--- config.mk ---
export PLATFORM = sky130hd
export DESIGN_NAME = susp_arb
export DESIGN_NICKNAME = d
export VERILOG_FILES = /design/src/rtl/susp_arb_pkg.sv /design/src/rtl/susp_arb_timer.sv /design/src/rtl/susp_arb_fsm.sv /design/src/rtl/susp_arb.sv
export SDC_FILE = /design/constraint.sdc
export NUM_CORES = 1
export LEC_CHECK = 0
export CAP_MARGIN = 20
export CELL_PAD_IN_SITES_DETAIL_PLACEMENT = 2
export CELL_PAD_IN_SITES_GLOBAL_PLACEMENT = 2
export CORE_MARGIN = 3
export CORE_UTILIZATION = 32
export DETAILED_ROUTE_END_ITERATION = 8
export PLACE_DENSITY_LB_ADDON = 0.3
export SETUP_SLACK_MARGIN = 0.4
export SKIP_CTS_REPAIR_TIMING = 1
export SLEW_MARGIN = 20
export SYNTH_ARGS = -nofsm -noshare
export SYNTH_HDL_FRONTEND = slang
export SYNTH_HIERARCHICAL = 1
export SYNTH_SLANG_ARGS = --single-unit
--- constraint.sdc ---
create_clock -name clk_i -period 3.2 [get_ports clk_i]
set_input_delay 0.96 -clock clk_i [delete_from_list [all_inputs] [get_ports clk_i]]
set_output_delay 0.96 -clock clk_i [all_outputs]
set_load 0.03 [all_outputs]
--- src/rtl/susp_arb_pkg.sv ---
package susp_arb_pkg;
  typedef enum logic [2:0] {
    ST_IDLE      = 3'd0,
    ST_MAINT     = 3'd1,
    ST_SUSPEND   = 3'd2,
    ST_CACHE     = 3'd3,
    ST_HOLD      = 3'd4,
    ST_RESUME    = 3'd5,
    ST_GUARD     = 3'd6,
    ST_DIRECT    = 3'd7
  } arb_state_e;
endpackage

--- src/rtl/susp_arb_timer.sv ---
module susp_arb_timer #(
  parameter int unsigned CNT_W = 8
) (
  input  logic             clk_i,
  input  logic             rst_ni,
  input  logic             clr_i,
  input  logic [CNT_W-1:0] limit_i,
  output logic             hit_o
);
  logic [CNT_W-1:0] cnt_q;

  always_ff @(posedge clk_i or negedge rst_ni) begin
    if (!rst_ni)              cnt_q <= '0;
    else if (clr_i)           cnt_q <= '0;
    else if (cnt_q != limit_i) cnt_q <= cnt_q + 1'b1;
  end

  assign hit_o = (cnt_q == limit_i);
endmodule

--- src/rtl/susp_arb_fsm.sv ---
module susp_arb_fsm
  import susp_arb_pkg::*;
(
  input  logic       clk_i,
  input  logic       rst_ni,
  input  logic       maint_req_i,
  input  logic       op_done_i,
  input  logic       cache_req_i,
  input  logic       cache_done_i,
  input  logic       hit_i,
  output arb_state_e state_o,
  output arb_state_e next_o
);
  arb_state_e state_q, state_d;

  always_comb begin
    state_d = state_q;
    unique case (state_q)
      ST_IDLE: begin
        if (cache_req_i)      state_d = ST_DIRECT;  // cache wins a tie
        else if (maint_req_i) state_d = ST_MAINT;
      end
      ST_MAINT: begin
        if (op_done_i)        state_d = ST_IDLE;
        else if (cache_req_i) state_d = ST_SUSPEND;
      end
      ST_SUSPEND: if (hit_i) state_d = ST_CACHE;
      ST_CACHE:   if (cache_done_i) state_d = ST_HOLD;
      ST_HOLD: begin
        if (cache_req_i) state_d = ST_CACHE;
        else if (hit_i)  state_d = ST_RESUME;
      end
      ST_RESUME: if (hit_i) state_d = ST_GUARD;
      ST_GUARD: begin
        // resumed op must progress: no suspend honoured here
        if (op_done_i)  state_d = ST_IDLE;
        else if (hit_i) state_d = ST_MAINT;
      end
      ST_DIRECT: if (cache_done_i) state_d = ST_IDLE;
      default: state_d = ST_IDLE;
    endcase
  end

  always_ff @(posedge clk_i or negedge rst_ni) begin
    if (!rst_ni) state_q <= ST_IDLE;
    else         state_q <= state_d;
  end

  assign state_o = state_q;
  assign next_o  = state_d;
endmodule

--- src/rtl/susp_arb.sv ---
module susp_arb
  import susp_arb_pkg::*;
#(
  parameter int unsigned TSUS_CYC  = 2000,
  parameter int unsigned LOCK_CYC  = 64,
  parameter int unsigned GUARD_CYC = 2000
) (
  input  logic clk_i,
  input  logic rst_ni,
  input  logic maint_req_i,
  input  logic op_done_i,
  output logic maint_gnt_o,
  output logic maint_done_o,
  input  logic cache_req_i,
  input  logic cache_done_i,
  output logic cache_gnt_o,
  output logic suspend_o,
  output logic resume_o
);
  localparam int unsigned MAX_A   = (TSUS_CYC > LOCK_CYC) ? TSUS_CYC : LOCK_CYC;
  localparam int unsigned MAX_CYC = (MAX_A > GUARD_CYC) ? MAX_A : GUARD_CYC;
  localparam int unsigned CNT_W   = $clog2(MAX_CYC + 1);
  localparam logic [CNT_W-1:0] TSUS_LIM  = CNT_W'(TSUS_CYC - 1);
  localparam logic [CNT_W-1:0] LOCK_LIM  = CNT_W'(LOCK_CYC - 1);
  localparam logic [CNT_W-1:0] GUARD_LIM = CNT_W'(GUARD_CYC - 1);

  arb_state_e       state_q, state_d;
  logic             hit;
  logic [CNT_W-1:0] limit;

  susp_arb_fsm u_fsm (
    .clk_i        (clk_i),
    .rst_ni       (rst_ni),
    .maint_req_i  (maint_req_i),
    .op_done_i    (op_done_i),
    .cache_req_i  (cache_req_i),
    .cache_done_i (cache_done_i),
    .hit_i        (hit),
    .state_o      (state_q),
    .next_o       (state_d)
  );

  always_comb begin
    unique case (state_q)
      ST_HOLD:  limit = LOCK_LIM;
      ST_GUARD: limit = GUARD_LIM;
      default:  limit = TSUS_LIM;
    endcase
  end

  susp_arb_timer #(.CNT_W(CNT_W)) u_timer (
    .clk_i   (clk_i),
    .rst_ni  (rst_ni),
    .clr_i   (state_d != state_q),
    .limit_i (limit),
    .hit_o   (hit)
  );

  always_ff @(posedge clk_i or negedge rst_ni) begin
    if (!rst_ni) begin
      suspend_o    <= 1'b0;
      resume_o     <= 1'b0;
      maint_done_o <= 1'b0;
    end else begin
      suspend_o    <= (state_q == ST_MAINT) && (state_d == ST_SUSPEND);
      resume_o     <= (state_q == ST_HOLD)  && (state_d == ST_RESUME);
      maint_done_o <= op_done_i && ((state_q == ST_MAINT) || (state_q == ST_GUARD));
    end
  end

  assign maint_gnt_o = (state_q == ST_MAINT) || (state_q == ST_GUARD);
  assign cache_gnt_o = (state_q == ST_CACHE) || (state_q == ST_HOLD) ||
                       (state_q == ST_DIRECT);
endmodule

Yosys cells after proc, flatten, opt, wreduce, memory -nomap -nowiden
Cells that the tools add are included.
Widths: inputs -> output; s select.
- flip-flop bits (word level): 17
- input port bits: 6
- output and inout port bits: 5
- logic and storage cells: 42
- add/subtract/negate cells: 1
- equality and inequality tests: 12
- multiplexer cells: 16
- reductions and logical operators: 8
- operator list (kind ; count):
    $mux 3 ; 12
    $mux 11 ; 3
    $pmux 3 s8 ; 1
    $eq 3x3->1 const B ; 5
    $add 11x1->11 const B ; 1
    $eq 11x11->1 ; 1
    $ne 11x11->1 ; 1
    $eq 3x2->1 const B ; 3
    $eq 3x1->1 const B ; 1
    $logic_and 1x1->1 ; 3
    $logic_not 3->1 ; 1
    $logic_or 1x1->1 ; 3
    $ne 3x3->1 ; 1
    $reduce_bool 2->1 ; 1

Depth between registers and ports, before layout
- depth in word-level cells: 8
- mapped depth: 15
- mapped depth without buffers: 15

Modules after synthesis
Netlist, hierarchy kept.
- modules (own cells, without submodules) (module ; times used ; cells an instance ; area each (sq um)):
    susp_arb_timer ; 1 ; 77 ; 745.7
    susp_arb_fsm ; 1 ; 30 ; 250.2
    susp_arb ; 1 ; 20 ; 186.4

Least setup slack after synthesis
No wires, ideal clock.
- path type: register to register
- start point: register u_fsm.state_q[2] (netlist: u_fsm/state_o[2])
- end point: register u_timer.cnt_q[0]
- library setup time: 0.133 ns
- arrival: 3.214 ns
- setup slack: -0.147 ns
- cell stages (with the launch flop): 15
- buffers on the path: 1
- clock period less this slack: 3.347 ns
- cells stage by stage: dfrtp_1 nor3b_2 inv_1 xor2_1 nor4_4 nand3_2 inv_1 or4b_1 o21ai_1 a311o_2 a21oi_2 xnor2_1 nand3_1 clkbuf_1 nor2_1
- word-level cells in the longest chain between the ends: 8
- elaborated cells between the ends (all ways): 27
- RTL lines (item ; RTL line ; text):
    start: declaration ; susp_arb_fsm.sv:14 ; arb_state_e state_q, state_d;
    start signal: assignment ; susp_arb_fsm.sv:46 ; else state_q <= state_d;
    $eq 3x3->1 (*) ; susp_arb.sv:44 ; unique case (state_q)
    $mux 11 (*) ; susp_arb.sv:44 ;
    named net limit[4] ; susp_arb.sv:29 ; logic [CNT_W-1:0] limit;
    $eq 11x11->1 (*) ; susp_arb_timer.sv:18 ; assign hit_o = (cnt_q == limit_i);
    named net hit ; susp_arb.sv:28 ; logic hit;
    $mux 3, on equally long branches ; susp_arb_fsm.sv:37, susp_arb_fsm.sv:31 ;
    $mux 3, on equally long branches ; susp_arb_fsm.sv:36, susp_arb_fsm.sv:30 ;
    $pmux 3 s8 (*) ; susp_arb_fsm.sv:18 ; unique case (state_q)
    named net state_d[0] ; susp_arb.sv:27 ; arb_state_e state_q, state_d;
    $ne 3x3->1 (*) ; susp_arb.sv:54 ; .clr_i (state_d != state_q),
    $mux 11 or $reduce_bool 2->1 (tied branches) ; - ;
    end signal: assignment ; susp_arb_timer.sv:15 ; else if (cnt_q != limit_i) cnt_q <= cnt_q + 1'b1;
    end: declaration ; susp_arb_timer.sv:10 ; logic [CNT_W-1:0] cnt_q;
Mark *: on every way through the listed nets, which the timed path passes. The rest lies on a longest branch.
A chain may end at the register's enable or synchronous reset.

Final worst setup path
- start point: register u_fsm.state_q[1] (netlist: u_fsm/state_o[1])
- end point: register u_timer.cnt_q[10]
Same word-level chain as after synthesis.

==> metrics.txt <==
DR vias/cell=5.18; synthesized area=0.00118 mm2; critical path type=flop to flop; Netlist cell types=41; # port buffers=10; top post-synthesis cells by area=dfrtp_1 36%, xor2_1 8.1%, xnor2_1 6.7%, nor4_4 3.6%, nand2_1 3.5%; crit-path cells=nor3b_4 -> inv_4 -> buf_4 -> xor2_1 -> nor3_2 -> nand3_2 -> inv_4 -> or4b_1 -> o21ai_1 -> a311o_2 -> a21oi_4 -> xnor2_2 -> nand3_2 -> nand2b_4 -> a21oi_2 -> a31o_1; Chip Width=66.8 um; Setup-failing EPs final=0; maximum clock path buffer count=2; slowest CP cell=or4b_1; number of inserted diodes=0; Clk pin slew, worst setup/hold paths=80 ps; RSZ-0062 raised after global routing=yes; Setup crit start=u_fsm/state_o[1]; CTS root buf=clkbuf_8; hold slack=639 ps; EDFF count, synth=0; Static Leak=0.650 nW; initial antenna violation count=0; # Max-Cap Violations=0; layout overhead on the synthesized area=32.7%; WP buf/inv=3; DR vias=1,041; hold path startpoint=u_timer/cnt_q[3]; I/O Pins=11; Met1 Wirelength=1860 um; Filler cells=384; status=completed; floorplan core area=0.00344 mm2; Setup Skew=15.0 ps; largest net degree at the start of global routing=18; flops & latches, synth=17; effective utilization at floorplan=0.344; most frequent cell after synthesis=dfrtp_1; critical path's top delay family=simple AND/OR/NAND/NOR gates; YS warnings=6; Synth top area share=0.360; Final ANT Viol Nets=0; Async S/R FF share, synth=1.00; CP peak stage delay=460 ps; Critical Path RT=3360 ps; dpl ws=183 ps; DR WL/cell=19.0 um; post-synthesis sequential area ratio=0.360; gr usage total=0.164; fin crit share=0.942; Slew Limit Fails=0; worst flop-to-flop path startpoint=u_fsm/state_o[1]; crit path DAT=3170 ps; Final Worst Setup Slack=186 ps; PwrDens=755 mW/mm2; vias in the first global route=1,085; cell taking the most area after synthesis=dfrtp_1; CP Capture Type=flop; grt total ovfl=0; Total Wirelength=3820 um; max layer used=met4; GP Congestion=0.843; DR DRC count=0; Clock Sinks=17; maximum clock frequency=332 MHz; clk_lat worst skew=270 ps; Top FF cell, synth=dfrtp_1; Die Y=66.8 um; final hold vios=0; synth cell count leaders=17 x dfrtp_1, 11 x nand2_1, 11 x nor2_1, 11 x xor2_1; min-delay worst type=flop to flop; First DRT Iteration DRCs=30; metal2 WL=1870 um; first-pass GRT wire length=5430 um; die area=0.00446 mm2; average cell area after synthesis=9.31 um2; DP HPWL=2480 um; Peak VDD IR=0.000288 V; CTS tree=done; Tmin final=3010 ps; Slew @ Worst Pin=583 ps; Worst slew margin=0.606; fin nets=163; CP max FO=6; H-tree levels=1; DR pass1 iterations=2; Syn Inst Count=127; crit start category=flop; number of buffers created by CTS=3; met3 WL=55 um; row cnt=21; layout cells sized above 1=0.265
-- worst paths after layout --
kind,end,slack [ps],cells after the start
max reg2reg,u_timer/cnt_q[10],190,16
min in group asynchronous,maint_done_o,1040,2
max in group asynchronous,u_timer/cnt_q[4],1940,2
min reg2reg,u_timer/cnt_q[3],640,2
min,u_timer/cnt_q[3],640,2
max,u_timer/cnt_q[10],190,16
-- cells by family after synthesis --
logic type               synth area share
AND/OR/NAND/NOR                     0.249
AO/OA/AOI/OAI                       0.158
XOR/XNOR                            0.148
other                             0.00317
adder cells (fa/ha/maj)            0.0106
multiplexers                       0.0169
flip-flops                          0.360
buffers and inverters              0.0550
-- through the flow --
step                TNS [ps]  instances  power, mW  instance area, um2  utilization
finish                     0        201       1.18                1570        0.456
global route           -11.1        201       1.25                1570        0.456
CTS                        0        196       1.08                1470        0.427
detailed placement         0        192      0.911                1430        0.414
global placement           0        192      0.875                1430        0.414
floorplan                  0        130      0.717                1230            -
-- routing by layer --
| metal | GRT usage | vias to the layer above |
|---|---|---|
| li1 | - | 504 |
| met1 | 0.227 | 523 |
| met2 | 0.252 | 9 |
| met3 | 0.0270 | 5 |
| met4 | 0.0609 | 0 |
| met5 | 0 | - |
-- state kept, by name, summed over array words and instances (netlist names) --
register / flops
maint_done_o: 1
resume_o: 1
u_fsm/state_o: 3
u_timer/cnt_q: 11
suspend_o: 1
-- worst min-delay path, delay by kind of cell (launching register included) --
| kind | cells | cell delay (ps) |
|---|---|---|
| flip-flops | 1 | 430 |
| XOR/XNOR | 1 | 100 |
| AND/OR/NAND/NOR | 1 | 80 |
-- cell usage in the layout, fill, tap and decap left out, types with 2 or more instances in the layout --
cell type / synthesis / routed
a21oi_2: 2 / 4
nand4_1: 2 / 2
clkbuf_8: 0 / 3
a31oi_1: 5 / 5
dfrtp_2: 0 / 2
or3_1: 3 / 3
xor2_2: 0 / 3
inv_1: 9 / 7
a31o_1: 4 / 4
nand3_1: 5 / 4
nor4_4: 2 / 2
conb_1: 1 / 4
mux2i_1: 2 / 2
nand3_2: 1 / 2
dfrtp_1: 17 / 15
clkdlybuf4s50_1: 0 / 8
xnor2_1: 9 / 8
nor2_1: 11 / 11
o221ai_1: 2 / 2
nor3_1: 4 / 4
nand2_1: 11 / 11
buf_4: 0 / 14
xor2_1: 11 / 8
dlymetal6s2s_1: 0 / 2
inv_4: 0 / 2
-- where the power goes --
group | total [mW] | leakage (nW) | switching (mW) | internal (mW)
combinational | 0.733 | 0.396 | 0.425 | 0.307
sequential | 0.281 | 0.229 | 0.0303 | 0.250
clock | 0.171 | 0.0255 | 0.0840 | 0.0868
total | 1.18 | 0.650 | 0.540 | 0.644
-- final cells by class --
class                      instances  area [um2]  share of cell area
sequential                        17         428               0.273
clock buffer                       3        41.3              0.0263
tap                               46        57.6              0.0367
clock inverter                     1        5.00             0.00319
multi-input combinational        100         777               0.495
timing repair buffer              25         221               0.141
inverter                           9        38.8              0.0247
Note: power is estimated with default switching activity, not from simulation.
